===== src/rtl/ptw_pkg.sv =====
package ptw_pkg;

    typedef enum logic [2:0] {
        ST_IDLE,
        ST_OUTER_REQ,
        ST_OUTER_WAIT,
        ST_INNER_REQ,
        ST_INNER_WAIT,
        ST_DONE
    } walk_state_t;

    typedef enum logic [1:0] {
        FLT_NONE,
        FLT_LENGTH,
        FLT_OUTER,
        FLT_INNER
    } walk_fault_t;

endpackage


===== src/rtl/ptw_entry_decode.sv =====
module ptw_entry_decode #(
    parameter int ENTRY_W = 32,
    parameter int FRAME_W = 20,
    parameter int PERM_W  = 3
) (
    input  logic [ENTRY_W-1:0] entry,
    output logic               ent_valid,
    output logic [FRAME_W-1:0] ent_frame,
    output logic [PERM_W-1:0]  ent_perm
);
    // valid flag on top, frame sits directly above the permission bits
    assign ent_valid = entry[ENTRY_W-1];
    assign ent_frame = entry[PERM_W +: FRAME_W];
    assign ent_perm  = entry[PERM_W-1:0];
endmodule


===== src/rtl/ptw_addr_gen.sv =====
module ptw_addr_gen #(
    parameter int PA_W  = 32,
    parameter int IDX_W = 10,
    parameter int SHIFT = 2
) (
    input  logic [PA_W-1:0]  base,
    input  logic [IDX_W-1:0] idx,
    output logic [PA_W-1:0]  addr
);
    localparam int PAD_W = PA_W - IDX_W;

    assign addr = base + ({{PAD_W{1'b0}}, idx} << SHIFT);
endmodule


===== src/rtl/pt_walker.sv =====
module pt_walker
    import ptw_pkg::*;
#(
    parameter int VA_W    = 32,
    parameter int PA_W    = 32,
    parameter int OFF_W   = 12,
    parameter int OUT_W   = 10,
    parameter int PERM_W  = 3,
    parameter int ENTRY_W = 32
) (
    input  logic                    clk,
    input  logic                    rst_n,
    input  logic                    req_valid,
    output logic                    req_ready,
    input  logic [VA_W-1:0]         req_vaddr,
    input  logic [PA_W-1:0]         root_base,
    input  logic [VA_W-OFF_W-1:0]   tbl_len,
    output logic                    mem_req_valid,
    input  logic                    mem_req_ready,
    output logic [PA_W-1:0]         mem_req_addr,
    input  logic                    mem_rsp_valid,
    input  logic [ENTRY_W-1:0]      mem_rsp_data,
    output logic                    done,
    output logic [PA_W-OFF_W-1:0]   frame,
    output logic [PERM_W-1:0]       perm,
    output logic [PA_W-1:0]         paddr,
    output logic                    fault_len,
    output logic                    fault_outer,
    output logic                    fault_inner
);
    localparam int IN_W    = VA_W - OFF_W - OUT_W;
    localparam int FRAME_W = PA_W - OFF_W;
    localparam int ENT_SH  = $clog2(ENTRY_W / 8);

    walk_state_t state_q, state_d;
    walk_fault_t fault_q;

    logic [VA_W-1:0]    vaddr_q;
    logic [PA_W-1:0]    root_q;
    logic [PA_W-1:0]    inner_base_q;
    logic [FRAME_W-1:0] frame_q;
    logic [PERM_W-1:0]  perm_q;

    logic               ent_valid;
    logic [FRAME_W-1:0] ent_frame;
    logic [PERM_W-1:0]  ent_perm;
    logic [PA_W-1:0]    outer_addr;
    logic [PA_W-1:0]    inner_addr;
    logic               len_bad;
    logic               accept;

    assign len_bad = req_vaddr[VA_W-1:OFF_W] > tbl_len;
    assign accept  = (state_q == ST_IDLE) && req_valid;

    ptw_entry_decode #(
        .ENTRY_W (ENTRY_W),
        .FRAME_W (FRAME_W),
        .PERM_W  (PERM_W)
    ) u_dec (
        .entry     (mem_rsp_data),
        .ent_valid (ent_valid),
        .ent_frame (ent_frame),
        .ent_perm  (ent_perm)
    );

    ptw_addr_gen #(
        .PA_W  (PA_W),
        .IDX_W (OUT_W),
        .SHIFT (ENT_SH)
    ) u_outer_addr (
        .base (root_q),
        .idx  (vaddr_q[VA_W-1 -: OUT_W]),
        .addr (outer_addr)
    );

    ptw_addr_gen #(
        .PA_W  (PA_W),
        .IDX_W (IN_W),
        .SHIFT (ENT_SH)
    ) u_inner_addr (
        .base (inner_base_q),
        .idx  (vaddr_q[OFF_W +: IN_W]),
        .addr (inner_addr)
    );

    // next state
    always_comb begin
        state_d = state_q;
        unique case (state_q)
            ST_IDLE:       if (req_valid) state_d = len_bad ? ST_DONE : ST_OUTER_REQ;
            ST_OUTER_REQ:  if (mem_req_ready) state_d = ST_OUTER_WAIT;
            ST_OUTER_WAIT: if (mem_rsp_valid) state_d = ent_valid ? ST_INNER_REQ : ST_DONE;
            ST_INNER_REQ:  if (mem_req_ready) state_d = ST_INNER_WAIT;
            ST_INNER_WAIT: if (mem_rsp_valid) state_d = ST_DONE;
            ST_DONE:       state_d = ST_IDLE;
            default:       state_d = ST_IDLE;
        endcase
    end

    // state register
    always_ff @(posedge clk) begin
        if (!rst_n) state_q <= ST_IDLE;
        else        state_q <= state_d;
    end

    // walk context and result registers
    always_ff @(posedge clk) begin
        if (!rst_n) begin
            fault_q      <= FLT_NONE;
            vaddr_q      <= '0;
            root_q       <= '0;
            inner_base_q <= '0;
            frame_q      <= '0;
            perm_q       <= '0;
        end else begin
            if (accept) begin
                vaddr_q <= req_vaddr;
                root_q  <= root_base;
                fault_q <= len_bad ? FLT_LENGTH : FLT_NONE;
            end
            if (state_q == ST_OUTER_WAIT && mem_rsp_valid) begin
                if (!ent_valid) fault_q <= FLT_OUTER;
                else            inner_base_q <= {ent_frame, {OFF_W{1'b0}}};
            end
            if (state_q == ST_INNER_WAIT && mem_rsp_valid) begin
                if (!ent_valid) begin
                    fault_q <= FLT_INNER;
                end else begin
                    frame_q <= ent_frame;
                    perm_q  <= ent_perm;
                end
            end
        end
    end

    // outputs
    always_comb begin
        req_ready     = 1'b0;
        mem_req_valid = 1'b0;
        mem_req_addr  = outer_addr;
        done          = 1'b0;
        fault_len     = 1'b0;
        fault_outer   = 1'b0;
        fault_inner   = 1'b0;
        frame         = '0;
        perm          = '0;
        paddr         = '0;
        unique case (state_q)
            ST_IDLE:      req_ready = 1'b1;
            ST_OUTER_REQ: begin
                mem_req_valid = 1'b1;
                mem_req_addr  = outer_addr;
            end
            ST_INNER_REQ: begin
                mem_req_valid = 1'b1;
                mem_req_addr  = inner_addr;
            end
            ST_DONE: begin
                done        = 1'b1;
                fault_len   = (fault_q == FLT_LENGTH);
                fault_outer = (fault_q == FLT_OUTER);
                fault_inner = (fault_q == FLT_INNER);
                if (fault_q == FLT_NONE) begin
                    frame = frame_q;
                    perm  = perm_q;
                    paddr = {frame_q, vaddr_q[OFF_W-1:0]};
                end
            end
            default: ;
        endcase
    end

endmodule


===== config.mk =====
export PLATFORM = sky130hd
export DESIGN_NAME = pt_walker
export DESIGN_NICKNAME = d
export VERILOG_FILES = /design/src/rtl/ptw_pkg.sv /design/src/rtl/ptw_entry_decode.sv /design/src/rtl/ptw_addr_gen.sv /design/src/rtl/pt_walker.sv
export SDC_FILE = /design/constraint.sdc
export NUM_CORES = 1
export LEC_CHECK = 0
export BUFFER_PORTS_ARGS = -buffer_cell sky130_fd_sc_hd__buf_2
export CAP_MARGIN = 20
export CORE_MARGIN = 8
export CORE_UTILIZATION = 46
export DETAILED_ROUTE_END_ITERATION = 6
export PLACE_DENSITY = 0.78
export SYNTH_ARGS = -nofsm -noshare
export SYNTH_HDL_FRONTEND = slang
export SYNTH_SLANG_ARGS = --single-unit

===== constraint.sdc =====
create_clock -name clk -period 2.6 [get_ports clk]
set_input_delay 0.39 -clock clk [delete_from_list [all_inputs] [get_ports clk]]
set_output_delay 0.39 -clock clk [all_outputs]
set_load 0.01 [all_outputs]

; ---- Word-level counts from Yosys, hierarchy flattened
; Index checks and enable logic that the tools add are counted.
[totals]
register_bits = 112
inputBits = 121
output_inout_bits = 93
elab_cells = 59
[classes]
addsub = 2
order_cmp = 1
eq_ne = 13
mux = 27
n_reduce_logical = 9
[ops]
columns = op, count
row1 = 32-bit 2-to-1 mux, 3
row2 = 32-bit by 12-bit adder with 32-bit output, 2
row3 = 20-bit 2-to-1 mux, 2
row4 = 3-bit 2-to-1 mux, 9
row5 = 20-bit greater-than comparator, 1
row6 = 3-bit one-hot mux with 5 select lines, 1
row7 = 2-bit 2-to-1 mux, 5
row8 = 2-bit inequality test (second input constant), 5
row9 = 1-bit 2-to-1 mux, 7
row10 = 3-bit by 2-bit equality test with 1-bit output (second input constant), 2
row11 = 3-bit equality test (second input constant), 2
row12 = 5-bit AND reduction, 1
row13 = 2-bit equality test (second input constant), 2
row14 = 2-bit AND reduction, 2
row15 = 3-bit by 1-bit equality test with 1-bit output (second input constant), 1
row16 = 1-bit logical AND, 3
row17 = 3-bit zero test, 1
row18 = 2-bit by 1-bit equality test with 1-bit output (second input constant), 1
row19 = 2-bit zero test, 1
row20 = 2-bit OR reduction, 1

; ---- Depth between registers and ports, before layout
[depth]
depth_word = 7
depth_mapped = 9
ltp_nobuf = 8

; ---- Cells and area by module
; From an unflattened synthesis, not the netlist that was laid out.
[unflattened]
hier_cells = 958
hier_area_um2 = 7587.3
[modules_own_cells]
columns = mod, instances, cells_each, area_per_inst_um2, seq_area_each_um2
row1 = pt_walker, 1, 692, 5647.9, 2242.2
row2 = ptw_addr_gen, 2, 121, 879.6, 0.0
row3 = ptw_entry_decode, 1, 24, 180.2, 0.0

; ---- Worst setup path after synthesis
; No wires, ideal clock.
[synth_path]
kind = register to output
from = register root_q[2]
to = output mem_req_addr[20]
arrival_time_ns = 2.383
t_required_ns = 2.210
setup_slack_ns = -0.173
path_stages_with_launch = 10
n_path_buf = 1
cell_sequence = dfxtp_1 ha_1 fa_1 a21o_1 a21oi_1 o21ai_0 a311oi_1 buf_4 mux2i_1 a211o_1
[synth_via]
elab_chain_cells = 2
[synth_lines]
columns = item, line
row1 = "start, declared", pt_walker.sv:39  ; logic [PA_W-1:0] root_q;
row2 = "start signal, assigned", pt_walker.sv:118  ; root_q <= root_base;
row3 = 32-bit by 12-bit adder with 32-bit output, ptw_addr_gen.sv:12  ; assign addr = base + ({{PAD_W{1'b0}}, idx} << SHIFT);
row4 = 32-bit 2-to-1 mux, pt_walker.sv:148  ; unique case (state_q)
row5 = "end, declared", pt_walker.sv:20  ; output logic [PA_W-1:0] mem_req_addr,
; Every way passes these cells.

; ---- Worst setup path after layout
[layout_path]
from = register vaddr_q[22]
to = output mem_req_addr[22]
[layout_via]
elab_chain_cells = 2
[layout_lines]
columns = item, line
row1 = "start, declared", pt_walker.sv:38  ; logic [VA_W-1:0] vaddr_q;
row2 = "start signal, assigned", pt_walker.sv:117  ; vaddr_q <= req_vaddr;
row3 = 32-bit by 12-bit adder with 32-bit output, ptw_addr_gen.sv:12
row4 = 32-bit 2-to-1 mux, pt_walker.sv:148
; Every way passes these cells.

==> results_dict.tcl <==
set metrics [dict create \
    outcome "finished, violations left" \
    violations_in_the_final_reports "setup timing" \
    first_iter_violations 335 \
    routed_wirelength_um 19200 \
    vias 6489 \
    place_congestion 0.880 \
    cpMaxStageDelayCell "dfxtp_2" \
    synth-seq-cells 112 \
    ctsLongestPathBuffers 2 \
    port_bufs 205 \
    top_level_ports 214 \
    cpLargestDelayFamily "compound AO/OA/AOI/OAI gates" \
    post_dr_vias_cell 5.27 \
    p_leak_nw 3.77 \
    layout-drive-gt1-share_pct 29.8 \
    hold_path_depth 3 \
    tritoncts_buffer_count 9 \
    worstSetupEndpointType "output port" \
    crit_fanout 3 \
    cts_hold_repair.buffers 0 \
    synthDistinctLibCells 51 \
    slew_headroom_pct 46.7 \
    initial_antenna_violation_count 0 \
    timing.hold.worst.start "root_base[4]" \
    worst_vdd_drop_mv 0.528 \
    die_footprint_sq_mm 0.0175 \
    synth_xor_xnor_area_share_pct 1.97 \
    final_hold_viols 0 \
    nNetsFinal 1202 \
    layoutNonFillerInstCount 1231 \
    antennaDiodeCount 0 \
    achievable_clock_frequency_mhz 331 \
    tritoncts "yes" \
    place.detailed.hpwl_um 14000 \
    grt_start_max_net_pins 64 \
    crit_chain "ha_4 > fa_2 > a21o_1 > a21oi_2 > o21ai_2 > a311oi_2 > buf_4 > mux2_4 > o211ai_1 > buf_2" \
    timing.clock.skew_ps 9.05 \
    synth_simple_gate_area_share_pct 28.5 \
    mostFrequentLayoutCells "nand2_1 (262), buf_2 (204), a21oi_1 (129)" \
    syn_inst 862 \
    synth-async-reset-ratio_pct 0 \
    wire_length_of_the_first_global_routing_pass_um 30900 \
    max_slew.worst_pin.slew_ps 799 \
    avgSynthCellArea_sq_um 7.20 \
    crit_path_start_kind "flop" \
    drtPass1Iterations 5 \
    critPathLaunch "vaddr_q[22]" \
    seq_power_share_pct 41.9 \
    tritoncts_num_sinks 112 \
    routedWlPerCell_um 15.6 \
    fp.coreArea_sq_mm 0.0132 \
    setup_total_negative_slack_ps -6540 \
    layout.cells.most_common "nand2_1" \
    switchingPower_w 0.00136 \
    first_global_vias 6062 \
    placementRows 42 \
    post-route-period-util_pct 116 \
    cellInternalPower_w 0.00322 \
    power_consumption_w 0.00458 \
    finalCoreUtilization_pct 61.3 \
    synth_compound_gate_area_share_pct 18.4 \
    antenna_left 0 \
    post_synth_fa_ha_maj_area_fraction_pct 6.37 \
    combinationalPowerShare_pct 22.2 \
    reg2reg_depth 5 \
    placed_cells 1207 \
    final-max-slew-violation-count 0 \
    synth_fp_nets 1014 \
    synth_seq_area_share_pct 36.1 \
    fp.dieW_um 132 \
    h-tree-depth 3 \
    ys_warn_count 0 \
    insertion_delay_ps 360 \
    cp_peak_stage_delay_ps 340 \
    rsz_0062_raised_after_global_routing "yes" \
    main_combinational_cell_family_by_area_after_synthesis "simple AND/OR/NAND/NOR gates" \
    root_buffer "clkbuf_16" \
    grt.overflow.total 0 \
    cellPowerDensity_mw_per_mm2 567 \
    switching_share_pct 29.7 \
    ys.flop_type "dfxtp_1" \
    synthToLayoutAreaGrowth_pct 30.1 \
    layout_min_cycle_time_ps 3020 \
    synth_edf_count 0 \
    drv.max_cap_violation_count 0 \
    timing.setup.critical_path_class "flop to output port" \
    reg2reg_slack_ps 740 \
    critical_path.reg2reg.endpoint "frame_q[7]" \
    required_ps 2210 \
    cp.depth 10 \
    gr_util_all_layers_pct 21.3 \
    hold_path.class "input port to flop" \
    mappedNetlistArea_sq_mm 0.00621 \
    synth.mux.area_fraction_pct 1.31 \
    hold-path-endpoint "root_q[4]" \
    die_y_um 132 \
    power.clock.fraction_pct 35.9 \
    setup_violations 25 \
    cp.arrival_ps 2630 \
    critPathBufInv 2 \
    remaining_drc_errors 0 \
    cts.clk_slew.worst_paths_ps 80 \
    initial_util_pct 47.1 \
    worst_r2r_src "state_q[1]" \
    worst_setup_margin_ps -420 \
]
-- timing repair --
| item | CTS | global route |
|---|---|---|
| gates cloned | 1 | 0 |
| buffers inserted | 5 | 4 |
| setup endpoints to repair | 25 | 70 |
| resized for setup | 56 | 8 |
| pin swaps | 25 | 11 |
-- metal layers --
| layer | vias up | share of wire (%) | global-route usage, % |
|---|---|---|---|
| li1 | 3236 | - | - |
| met1 | 3004 | 44 | 26.8 |
| met2 | 222 | 47 | 34.1 |
| met3 | 27 | 7.0 | 6.25 |
| met4 | 0 | 1.9 | 6.88 |
| met5 | - | 0 | 0 |
-- cells in the mapped netlist, types with 5 or more instances --
cell	number	area [sq um]
nor2b_1	8	50.1
o211ai_1	5	37.5
a21o_1	9	67.6
xor2_1	10	87.6
and2_1	40	250
nand2_1	263	987
mux2i_1	7	70.1
inv_1	29	109
a31oi_1	5	31.3
ha_1	30	375
a22oi_1	5	37.5
buf_4	21	158
a21oi_1	131	656
clkbuf_1	47	176
dfxtp_1	112	2240
nor2_1	30	113
o21ai_0	28	140
nand3_1	12	60.1
nor3_1	12	60.1
-- layout make-up --
class                      instances  area (sq um)
inverter                          29           110
sequential                       112          2260
timing repair buffer             249          1420
clock inverter                     7           141
tap                              176           220
multi-input combinational        649          3710
clock buffer                       9           225
fill                            1218          5110
-- tightest hold or removal path: cells and delay by family --
family	cells	cell delay [ps]
buf+inv	1	90
simple gates	1	50
compound gates	1	50
-- registers in the layout, indices dropped and copies added, names as in the netlist --
signal        count
root_q           32
vaddr_q          32
frame_q          20
inner_base_q     20
perm_q            3
state_q           3
fault_q           2
-- through the flow --
step | hold WS [ps] | area, sq um | setup slack [ps]
final | 261 | 8080 | -420
after global routing | 255 | 8080 | -491
after CTS | 248 | 8030 | -366
after detailed placement | 442 | 7440 | -165
after global placement | 437 | 7440 | -121
after floorplan | 432 | 6220 | 5.22
-- worst max path at each step --
stage                             to  slack, ps
detailed placement  mem_req_addr[21]       -170
global placement    mem_req_addr[21]       -120
floorplan           mem_req_addr[30]          5
global route        mem_req_addr[22]       -490
CTS                 mem_req_addr[22]       -370
finish              mem_req_addr[22]       -420
-- cells by family (layout without fill, tap and decap cells) --
| logic type | count (synthesis) | in the layout |
|---|---|---|
| AND/OR/NAND/NOR | 393 | 393 |
| AO/OA/AOI/OAI | 203 | 203 |
| flip-flops | 112 | 112 |
| buffers and inverters | 101 | 294 |
| adder cells (fa/ha/maj) | 31 | 31 |
| XOR/XNOR | 14 | 14 |
| multiplexers | 8 | 8 |
-- power by group through the flow --
stage          clock network (W)  registers, W  logic (W)
6_report                 0.00164       0.00192    0.00102
5_1_grt                  0.00176       0.00193    0.00113
4_1_cts                  0.00168       0.00191    0.00100
3_5_place_dp                   0       0.00194   0.000956
3_3_place_gp                   0       0.00194   0.000940
2_1_floorplan                  0       0.00193   0.000564
Note: power is estimated with default switching activity, not from simulation.
